$ cat config.mk
export PLATFORM = sky130hd
export DESIGN_NAME = hazard_unit
export DESIGN_NICKNAME = d
export VERILOG_FILES = /design/src/rtl/hzd_pkg.sv /design/src/rtl/hzd_src_match.sv /design/src/rtl/hzd_cause.sv /design/src/rtl/hzd_flush_ctl.sv /design/src/rtl/hazard_unit.sv
export SDC_FILE = /design/constraint.sdc
export NUM_CORES = 1
export LEC_CHECK = 0
export ABC_AREA = 1
export BUFFER_PORTS_ARGS = -buffer_cell sky130_fd_sc_hd__buf_2
export CORE_MARGIN = 5
export CORE_UTILIZATION = 28
export DETAILED_ROUTE_END_ITERATION = 10
export SYNTH_ARGS = -nofsm -noshare
export SYNTH_HDL_FRONTEND = slang
export SYNTH_SLANG_ARGS = --single-unit
$ cat constraint.sdc
create_clock -name vclk -period 0.8
set_input_delay 0.04 -clock vclk [all_inputs]
set_output_delay 0.04 -clock vclk [all_outputs]
set_load 0.1 [all_outputs]
$ cat src/rtl/hzd_pkg.sv
package hzd_pkg;
  // Producer stage positions in the per-stage hit vector
  localparam int unsigned PROD_EX  = 0;
  localparam int unsigned PROD_MEM = 1;
  localparam int unsigned NUM_PROD = 2;
  // Number of register sources an instruction may read
  localparam int unsigned NUM_SRC  = 2;

  typedef struct packed {
    logic wr;  // writes a register
    logic ld;  // value comes from memory
  } prod_kind_t;
endpackage

$ cat src/rtl/hzd_src_match.sv
module hzd_src_match #(
  parameter int unsigned IDX_W = 5
) (
  input  logic [IDX_W-1:0] src,
  input  logic             src_used,
  input  logic [IDX_W-1:0] dst,
  input  logic             dst_wr,
  output logic             hit
);
  // Register zero is hardwired, so it never carries a dependency.
  logic dst_live;
  assign dst_live = dst_wr && (dst != '0);
  assign hit      = src_used && dst_live && (src == dst);
endmodule

$ cat src/rtl/hzd_cause.sv
module hzd_cause (
  input  logic hit_ex,
  input  logic hit_mem,
  input  logic ex_ld,
  input  logic mem_ld,
  input  logic ctl_reader,
  output logic stall
);
  logic load_use;
  logic ctl_on_ex_alu;
  logic ctl_on_mem_load;

  always_comb begin
    // Any consumer: loaded data exists only after memory.
    load_use        = hit_ex & ex_ld;
    // Decode-stage compare needs the value now; ALU result still in execute.
    ctl_on_ex_alu   = ctl_reader & hit_ex & ~ex_ld;
    // Decode-stage compare behind a load that is only now in memory.
    ctl_on_mem_load = ctl_reader & hit_mem & mem_ld;
    stall           = load_use | ctl_on_ex_alu | ctl_on_mem_load;
  end
endmodule

$ cat src/rtl/hzd_flush_ctl.sv
module hzd_flush_ctl (
  input  logic stall,
  input  logic redirect,
  output logic pc_hold,
  output logic ifid_hold,
  output logic ifid_clear,
  output logic idex_clear
);
  always_comb begin
    pc_hold    = stall;
    ifid_hold  = stall;
    idex_clear = stall;
    // The compare is re-run once operands are valid, so a stall wins.
    ifid_clear = redirect & ~stall;
  end
endmodule

$ cat src/rtl/hazard_unit.sv
module hazard_unit
  import hzd_pkg::*;
#(
  parameter int unsigned IDX_W = 5
) (
  input  logic [IDX_W-1:0] id_rs1,
  input  logic [IDX_W-1:0] id_rs2,
  input  logic             id_rs1_used,
  input  logic             id_rs2_used,
  input  logic             id_is_branch,
  input  logic             id_is_jal,
  input  logic             id_is_jalr,
  input  logic             id_redirect,
  input  logic [IDX_W-1:0] ex_rd,
  input  logic             ex_reg_write,
  input  logic             ex_mem_read,
  input  logic [IDX_W-1:0] mem_rd,
  input  logic             mem_reg_write,
  input  logic             mem_mem_read,
  output logic             pc_stall,
  output logic             ifid_stall,
  output logic             ifid_flush,
  output logic             idex_flush
);
  logic [IDX_W-1:0] src_idx  [NUM_SRC];
  logic [NUM_SRC-1:0] src_used;
  logic [IDX_W-1:0] prod_rd  [NUM_PROD];
  prod_kind_t       prod_kind[NUM_PROD];
  logic [NUM_SRC-1:0] hit_mat [NUM_PROD];
  logic [NUM_PROD-1:0] prod_hit;
  logic ctl_reader;
  logic stall;

  // A direct jump reads no register even if a used bit leaks from decode.
  assign src_idx[0]  = id_rs1;
  assign src_idx[1]  = id_rs2;
  assign src_used    = {id_rs2_used, id_rs1_used} & {NUM_SRC{~id_is_jal}};

  assign prod_rd[PROD_EX]    = ex_rd;
  assign prod_rd[PROD_MEM]   = mem_rd;
  assign prod_kind[PROD_EX]  = '{wr: ex_reg_write,  ld: ex_mem_read};
  assign prod_kind[PROD_MEM] = '{wr: mem_reg_write, ld: mem_mem_read};

  assign ctl_reader = id_is_branch | id_is_jalr;

  for (genvar p = 0; p < NUM_PROD; p++) begin : g_prod
    for (genvar s = 0; s < NUM_SRC; s++) begin : g_src
      hzd_src_match #(.IDX_W(IDX_W)) u_match (
        .src      (src_idx[s]),
        .src_used (src_used[s]),
        .dst      (prod_rd[p]),
        .dst_wr   (prod_kind[p].wr),
        .hit      (hit_mat[p][s])
      );
    end
    assign prod_hit[p] = |hit_mat[p];
  end

  hzd_cause u_cause (
    .hit_ex     (prod_hit[PROD_EX]),
    .hit_mem    (prod_hit[PROD_MEM]),
    .ex_ld      (prod_kind[PROD_EX].ld),
    .mem_ld     (prod_kind[PROD_MEM].ld),
    .ctl_reader (ctl_reader),
    .stall      (stall)
  );

  hzd_flush_ctl u_flush (
    .stall      (stall),
    .redirect   (id_redirect),
    .pc_hold    (pc_stall),
    .ifid_hold  (ifid_stall),
    .ifid_clear (ifid_flush),
    .idex_clear (idex_flush)
  );
endmodule

==> reports/metrics.cfg, run 1 <==
[pwr]
power_frac_comb=1.000
switching_share=0.5327
power.share.clock=0
switchingPower_w=0.0002449
p_leak_nw=0.5195
power.internal_w=0.0002148
vdd_drop_max_v=0.0002185
p_per_area_mw_per_mm2=506.0
pwr-share-seq=0

[layout]
seq_cells=0
fin_area_um2=908.4
post_route_cells_drive_above_1_share=0.5411
area_growth_pct=93.60
diodes=0
nets=178
seq_area_um2=0
n_clock_buffer=0
final_cells=162

[placement]
port_buffers=34
dp.cells=162
place_congestion=0.8076
post-place-ws_ns=-0.3744
dp_hpwl_um=1455
place_area_um2=730.7

[global_route]
grt_max_degree=6
antenna_found_initial=0
grt_pass1_wl_um=2711
grt_pass1_vias=700
globalRouteTotalUtil=0.1245
grt_overflow=0

[min_path]
hold_class=in -> out

[timing]
fin_crit_sh=1.360
worst_pin_slew_ns=0.1586
hold_viol=0
setup_ws_ns=-0.2884
rsz0062_at_grt=yes
fmax_ghz=0.9188
setup_viol=4
slew_headroom=0.8937
finalCriticalPeriod_ns=1.088
drv_slew=0

[clocking]
ctsHoldBuffers=0

[drt]
top_layer=met3
wl_met3_um=88
routed-wl-met2_um=900
drc=0
wl_um=1677
first_iter_violations=11
routedLengthMet1_um=688
drtPass1Iterations=4
routed_via_density=4.636
wl_per_cell_um=10.35
vias=751
drtAntennaViolNets=0

[synth]
ys_seq_area_frac=0
syn-cell-area_um2=469.2
synth.distinct_cells=14
syn_avg_cell_area_um2=4.152
ys_top_cells_by_area=nand2_1 (42%), nor2_1 (13%), inv_1 (12%), inv_2 (5.6%), nor2_2 (5.3%)
ys_warn_count=0
netlist_top_cells_count=nand2_1 (53), nor2_1 (16), inv_1 (15), inv_2 (7)
syn_nets=143
synth_most_common_cell=nand2_1
synth_top_cell_by_area=nand2_1
synth_top_area_frac=0.4240
synthCells=113

[die]
die_width_um=50.94
start_util=0.3044
rows=14
core_mm2=0.001541
io_pins=34
design.die.area_mm2=0.002594
die_h_um=50.94

[setup_path]
worstSetupEndpoint=ifid_flush
max_stage_delay_ns=0.25
slowest_stage=or2_4
cp_max_fo=4
critPathArrivalTime_ns=1.05
path_cells=buf_6, or2_4, o21ai_4, a21oi_2, nand2_2, nand2_8, nor2_4, buf_12
end_kind=output port
startpoint_type=input port
critPathLaunch=id_is_branch
crit_type=in -> out
required_ns=0.76

[outcome]
violations=setup timing
status=complete, but fails checks

[flow_run]
maxCapViolCount=0

[worst max-delay path: cells and delay by family]
kind	cells	cell delay, ns
compound gates	2	0.18
buf+inv	2	0.27
simple gates	4	0.57
[area by class of cell]
class / count / area, µm²
timing repair buffer: 35 / 336.6
tap: 16 / 20.02
multi-input combinational: 89 / 459.2
fill: 166 / 633.1
inverter: 22 / 92.59
[routing by layer]
metal | global-route usage | vias up
li1 | - | 401
met1 | 0.1632 | 331
met2 | 0.2355 | 19
met3 | 0.005814 | 0
met4 | 0 | 0
met5 | 0 | -
[through the flow]
stage	total power, W	TNS (ns)	util	hold slack [ns]
5_1_grt	0.0005020	-1.201	0.5893	0.4877
2_1_floorplan	0.0001982	-1.143	-	0.2750
6_report	0.0004596	-0.9012	0.5893	0.4523
3_3_place_gp	0.0003472	-1.198	0.4740	0.4624
4_1_cts	0.0003757	-0.9555	0.4976	0.4621
3_5_place_dp	0.0003540	-1.318	0.4740	0.4527
[worst min path at each step]
| stage | startpoint | to | slack, ns | cells past startpoint |
|---|---|---|---|---|
| 2_1_floorplan | id_redirect | ifid_flush | 0.28 | 2 |
| 3_3_place_gp | id_redirect | ifid_flush | 0.46 | 4 |
| 3_5_place_dp | id_redirect | ifid_flush | 0.45 | 4 |
| 4_1_cts | id_redirect | ifid_flush | 0.46 | 4 |
| 5_1_grt | id_redirect | ifid_flush | 0.49 | 4 |
| 6_report | id_redirect | ifid_flush | 0.45 | 4 |
[power groups by stage]
| stage | combinational [W] | sequential (W) | clock, W |
|---|---|---|---|
| 2_1_floorplan | 0.000198 | 0 | 0 |
| 3_3_place_gp | 0.000347 | 0 | 0 |
| 3_5_place_dp | 0.000354 | 0 | 0 |
| 4_1_cts | 0.000376 | 0 | 0 |
| 5_1_grt | 0.000502 | 0 | 0 |
| 6_report | 0.000460 | 0 | 0 |
[cells in the final DEF, fill, tap and decap left out]
cell	count
nand3_1	4
nand2_8	1
a21oi_2	1
buf_12	4
nor2_1	12
nor3_2	1
or2_4	1
nand2_2	11
nand2_1	44
inv_4	4
nor2_2	5
buf_4	3
buf_2	13
o21ai_4	1
nand4_1	2
inv_1	3
inv_2	15
nor2_4	3
o21ai_1	2
o21ai_2	1
buf_6	15
[logic make-up (layout without fill, tap and decap cells)]
logic type,after synthesis,after routing,synth area share
buffers and inverters,24,57,0.2080
AOI/OAI and AO/OA,5,5,0.05330
and+or+nand+nor,84,84,0.7387
[what timing repair did]
item                                    in CTS  in global routing
endpoints found under the setup margin       4                  4
pin swaps                                    8                 22
hold endpoints to repair                     0                  0
resized for setup                           11                 51
setup buffers                                0                  0
No activity file was read; power rests on OpenSTA's default activity.
==> run 2: changes to the inputs <==
Settings changed: ABC_AREA 1 to not set, CORE_AREA set to 5 5 42 44, CORE_MARGIN 5 to not set, CORE_UTILIZATION 28 to not set, DIE_AREA set to 0 0 47 49.
==> reports/metrics.cfg, run 2 <==
[timing]
rsz0062_at_grt=yes  ; unchanged
slew_headroom=0.8382  ; was 0.8937
setup_viol=4  ; unchanged
setup_ws_ns=-0.3499  ; was -0.2884 ns
fin_crit_sh=1.437  ; was 1.360
hold_viol=0  ; unchanged
fmax_ghz=0.8697  ; was 0.9188 GHz
hold_ws_ns=0.4576  ; was 0.4523 ns
worst_pin_slew_ns=0.2417  ; was 0.1586 ns
drv_slew=0  ; unchanged
finalCriticalPeriod_ns=1.150  ; was 1.088 ns

[layout]
seq_cells=0  ; unchanged
area_growth_pct=177.8  ; was 93.60%
final_common_cell=xnor2_2  ; was nand2_1
post_route_cells_drive_above_1_share=0.7901  ; was 0.5411
diodes=0  ; unchanged
final_core_util=0.6473  ; was 0.5893
n_clock_buffer=0  ; unchanged
nets=113  ; was 178
seq_area_um2=0  ; unchanged
layout_common_cells=xnor2_2 (15), buf_6 (13), buf_2 (12), buf_4 (6)  ; was nand2_1 (44), inv_2 (15), buf_6 (15), buf_2 (13), nor2_1 (12)
fill_cells=110  ; was 166

[synth]
synth.distinct_cells=14  ; unchanged
ys_warn_count=0  ; unchanged
synth_top_cell_by_area=xnor2_1  ; was nand2_1
synth_most_common_cell=xnor2_1  ; was nand2_1
netlist_top_cells_count=xnor2_1 (20), nand2_1 (4), nand4_1 (4)  ; was nand2_1 (53), nor2_1 (16), inv_1 (15), inv_2 (7)
syn-cell-area_um2=326.6  ; was 469.2 µm²
synthCells=45  ; was 113
syn_nets=75  ; was 143
syn_avg_cell_area_um2=7.257  ; was 4.152 µm²
ys_seq_area_frac=0  ; unchanged
ys_top_cells_by_area=xnor2_1 (54%), nand4_1 (7.7%), a221oi_2 (4.6%), buf_4 (4.6%), nand2_1 (4.6%)  ; was nand2_1 (42%), nor2_1 (13%), inv_1 (12%), inv_2 (5.6%), nor2_2 (5.3%)
synth_top_area_frac=0.5364  ; was 0.4240

[global_route]
grt_pass1_vias=510  ; was 700
grt_overflow=0  ; unchanged
antenna_found_initial=0  ; unchanged
globalRouteTotalUtil=0.1146  ; was 0.1245
grt_max_degree=4  ; was 6
grt_pass1_wl_um=2125  ; was 2711 µm

[pwr]
power_frac_comb=1.000  ; about the same
p_leak_nw=0.3961  ; was 0.5195 nW
p_per_area_mw_per_mm2=568.1  ; was 506.0 mW/mm²
switchingPower_w=0.0002218  ; was 0.0002449 W
switching_share=0.4303  ; was 0.5327
power.share.clock=0  ; about the same
vdd_drop_max_v=0.0003199  ; was 0.0002185 V
power.internal_w=0.0002936  ; was 0.0002148 W
pwr-share-seq=0  ; about the same

[setup_path]
crit_type=in -> out  ; unchanged
required_ns=0.76  ; about the same
max_stage_delay_ns=0.23  ; was 0.25 ns
startpoint_type=input port  ; unchanged
cp_max_fo=3  ; was 4
critPathArrivalTime_ns=1.11  ; was 1.05 ns
slowest_stage=a22o_4  ; was or2_4
critPathLaunch=id_rs2[4]  ; was id_is_branch
path_cells=buf_4, xnor2_2, nand4_1, o22ai_2, a22o_4, buf_12  ; was buf_6, or2_4, o21ai_4, a21oi_2, nand2_2, nand2_8, nor2_4, buf_12
end_kind=output port  ; unchanged

[drt]
drtAntennaViolNets=0  ; unchanged
wl_per_cell_um=14.77  ; was 10.35 µm
wl_um=1433  ; was 1677 µm
drtPass1Iterations=2  ; was 4
drc=0  ; unchanged
first_iter_violations=1  ; was 11
routed_via_density=4.907  ; was 4.636
vias=476  ; was 751

[die]
die_width_um=47  ; was 50.94 µm
rows=14  ; unchanged
start_util=0.2330  ; was 0.3044
die_h_um=49  ; was 50.94 µm
io_pins=34  ; unchanged
core_mm2=0.001401  ; was 0.001541 mm²
design.die.area_mm2=0.002303  ; was 0.002594 mm²

[flow_run]
maxCapViolCount=0  ; unchanged

[placement]
dp_hpwl_um=1048  ; was 1455 µm
place_congestion=0.7776  ; was 0.8076
port_buffers=34  ; unchanged
post-place-ws_ns=-0.3950  ; was -0.3744 ns

[outcome]
status=complete, but fails checks  ; unchanged
violations=setup timing  ; unchanged

[min_path]
hold_class=in -> out  ; unchanged
hold_start=id_redirect  ; unchanged

[run 2: cell count changes after synthesis, sizes merged, moves of 2 or more]
cell / before / now
nand2: 56 / 4
xnor2: 0 / 20
inv: 22 / 1
nand4: 2 / 4
o21ai: 4 / 0
o22ai: 0 / 2
nand3: 4 / 0
nor2: 20 / 2
nor2b: 0 / 2
[run 2: through the flow]
step / setup TNS (ns) / cells / instance area [µm²] / power [W]
global placement: -1.529 / 97 / 639.4 / 0.0003458
finish: -1.377 / 97 / 907.1 / 0.0005154
floorplan: -1.365 / 45 / 399.1 / 0.0001864
CTS: -1.364 / 97 / 710.7 / 0.0003893
detailed placement: -1.514 / 97 / 639.4 / 0.0003465
global route: -1.528 / 97 / 907.1 / 0.0005463
[run 2: worst max-delay path: cells and delay by family]
family,cells,cell delay [ns]
AOI/OAI and AO/OA,2,0.45
buffers and inverters,2,0.32
xor gates and xnor gates,1,0.15
and+or+nand+nor,1,0.15
[run 2: area by class of cell]
| type | instances | area [µm²] | share of cell area |
|---|---|---|---|
| tap | 16 | 20.02 | 0.02207 |
| multi-input combinational | 42 | 506.7 | 0.5586 |
| timing repair buffer | 38 | 376.6 | 0.4152 |
| inverter | 1 | 3.754 | 0.004138 |
[run 2: repair_timing]
action	4_1_cts	5_1_grt
gates resized for setup	15	46
buffers inserted	0	0
pin swaps	13	18
endpoints found under the setup margin	4	4
hold buffers	0	0
[run 2: worst paths after layout]
path / endpoint / cells after the start
min: ifid_flush / 4
max: ifid_stall / 6
[run 2: power groups by stage]
| stage | combinational, W | sequential (W) | clock, W |
|---|---|---|---|
| finish | 0.000515 | 0 | 0 |
| global placement | 0.000346 | 0 | 0 |
| detailed placement | 0.000346 | 0 | 0 |
| floorplan | 0.000186 | 0 | 0 |
| global route | 0.000546 | 0 | 0 |
| CTS | 0.000389 | 0 | 0 |
[run 2: cells by family after synthesis]
| kind of cell | after synthesis | share of synthesized area |
|---|---|---|
| xor gates and xnor gates | 20 | 0.5364 |
| AOI/OAI and AO/OA | 8 | 0.1916 |
| buffers and inverters | 3 | 0.05745 |
| and+or+nand+nor | 14 | 0.2145 |
[run 2: per-layer routing]
| metal | vias up | track usage | wire length [µm] |
|---|---|---|---|
| met1 | 215 | 0.1619 | 455 |
| met4 | 0 | 0 | 24 |
| met5 | - | 0 | 0 |
| met2 | 26 | 0.1855 | 795 |
| met3 | 2 | 0.02583 | 158 |
| li1 | 233 | - | - |
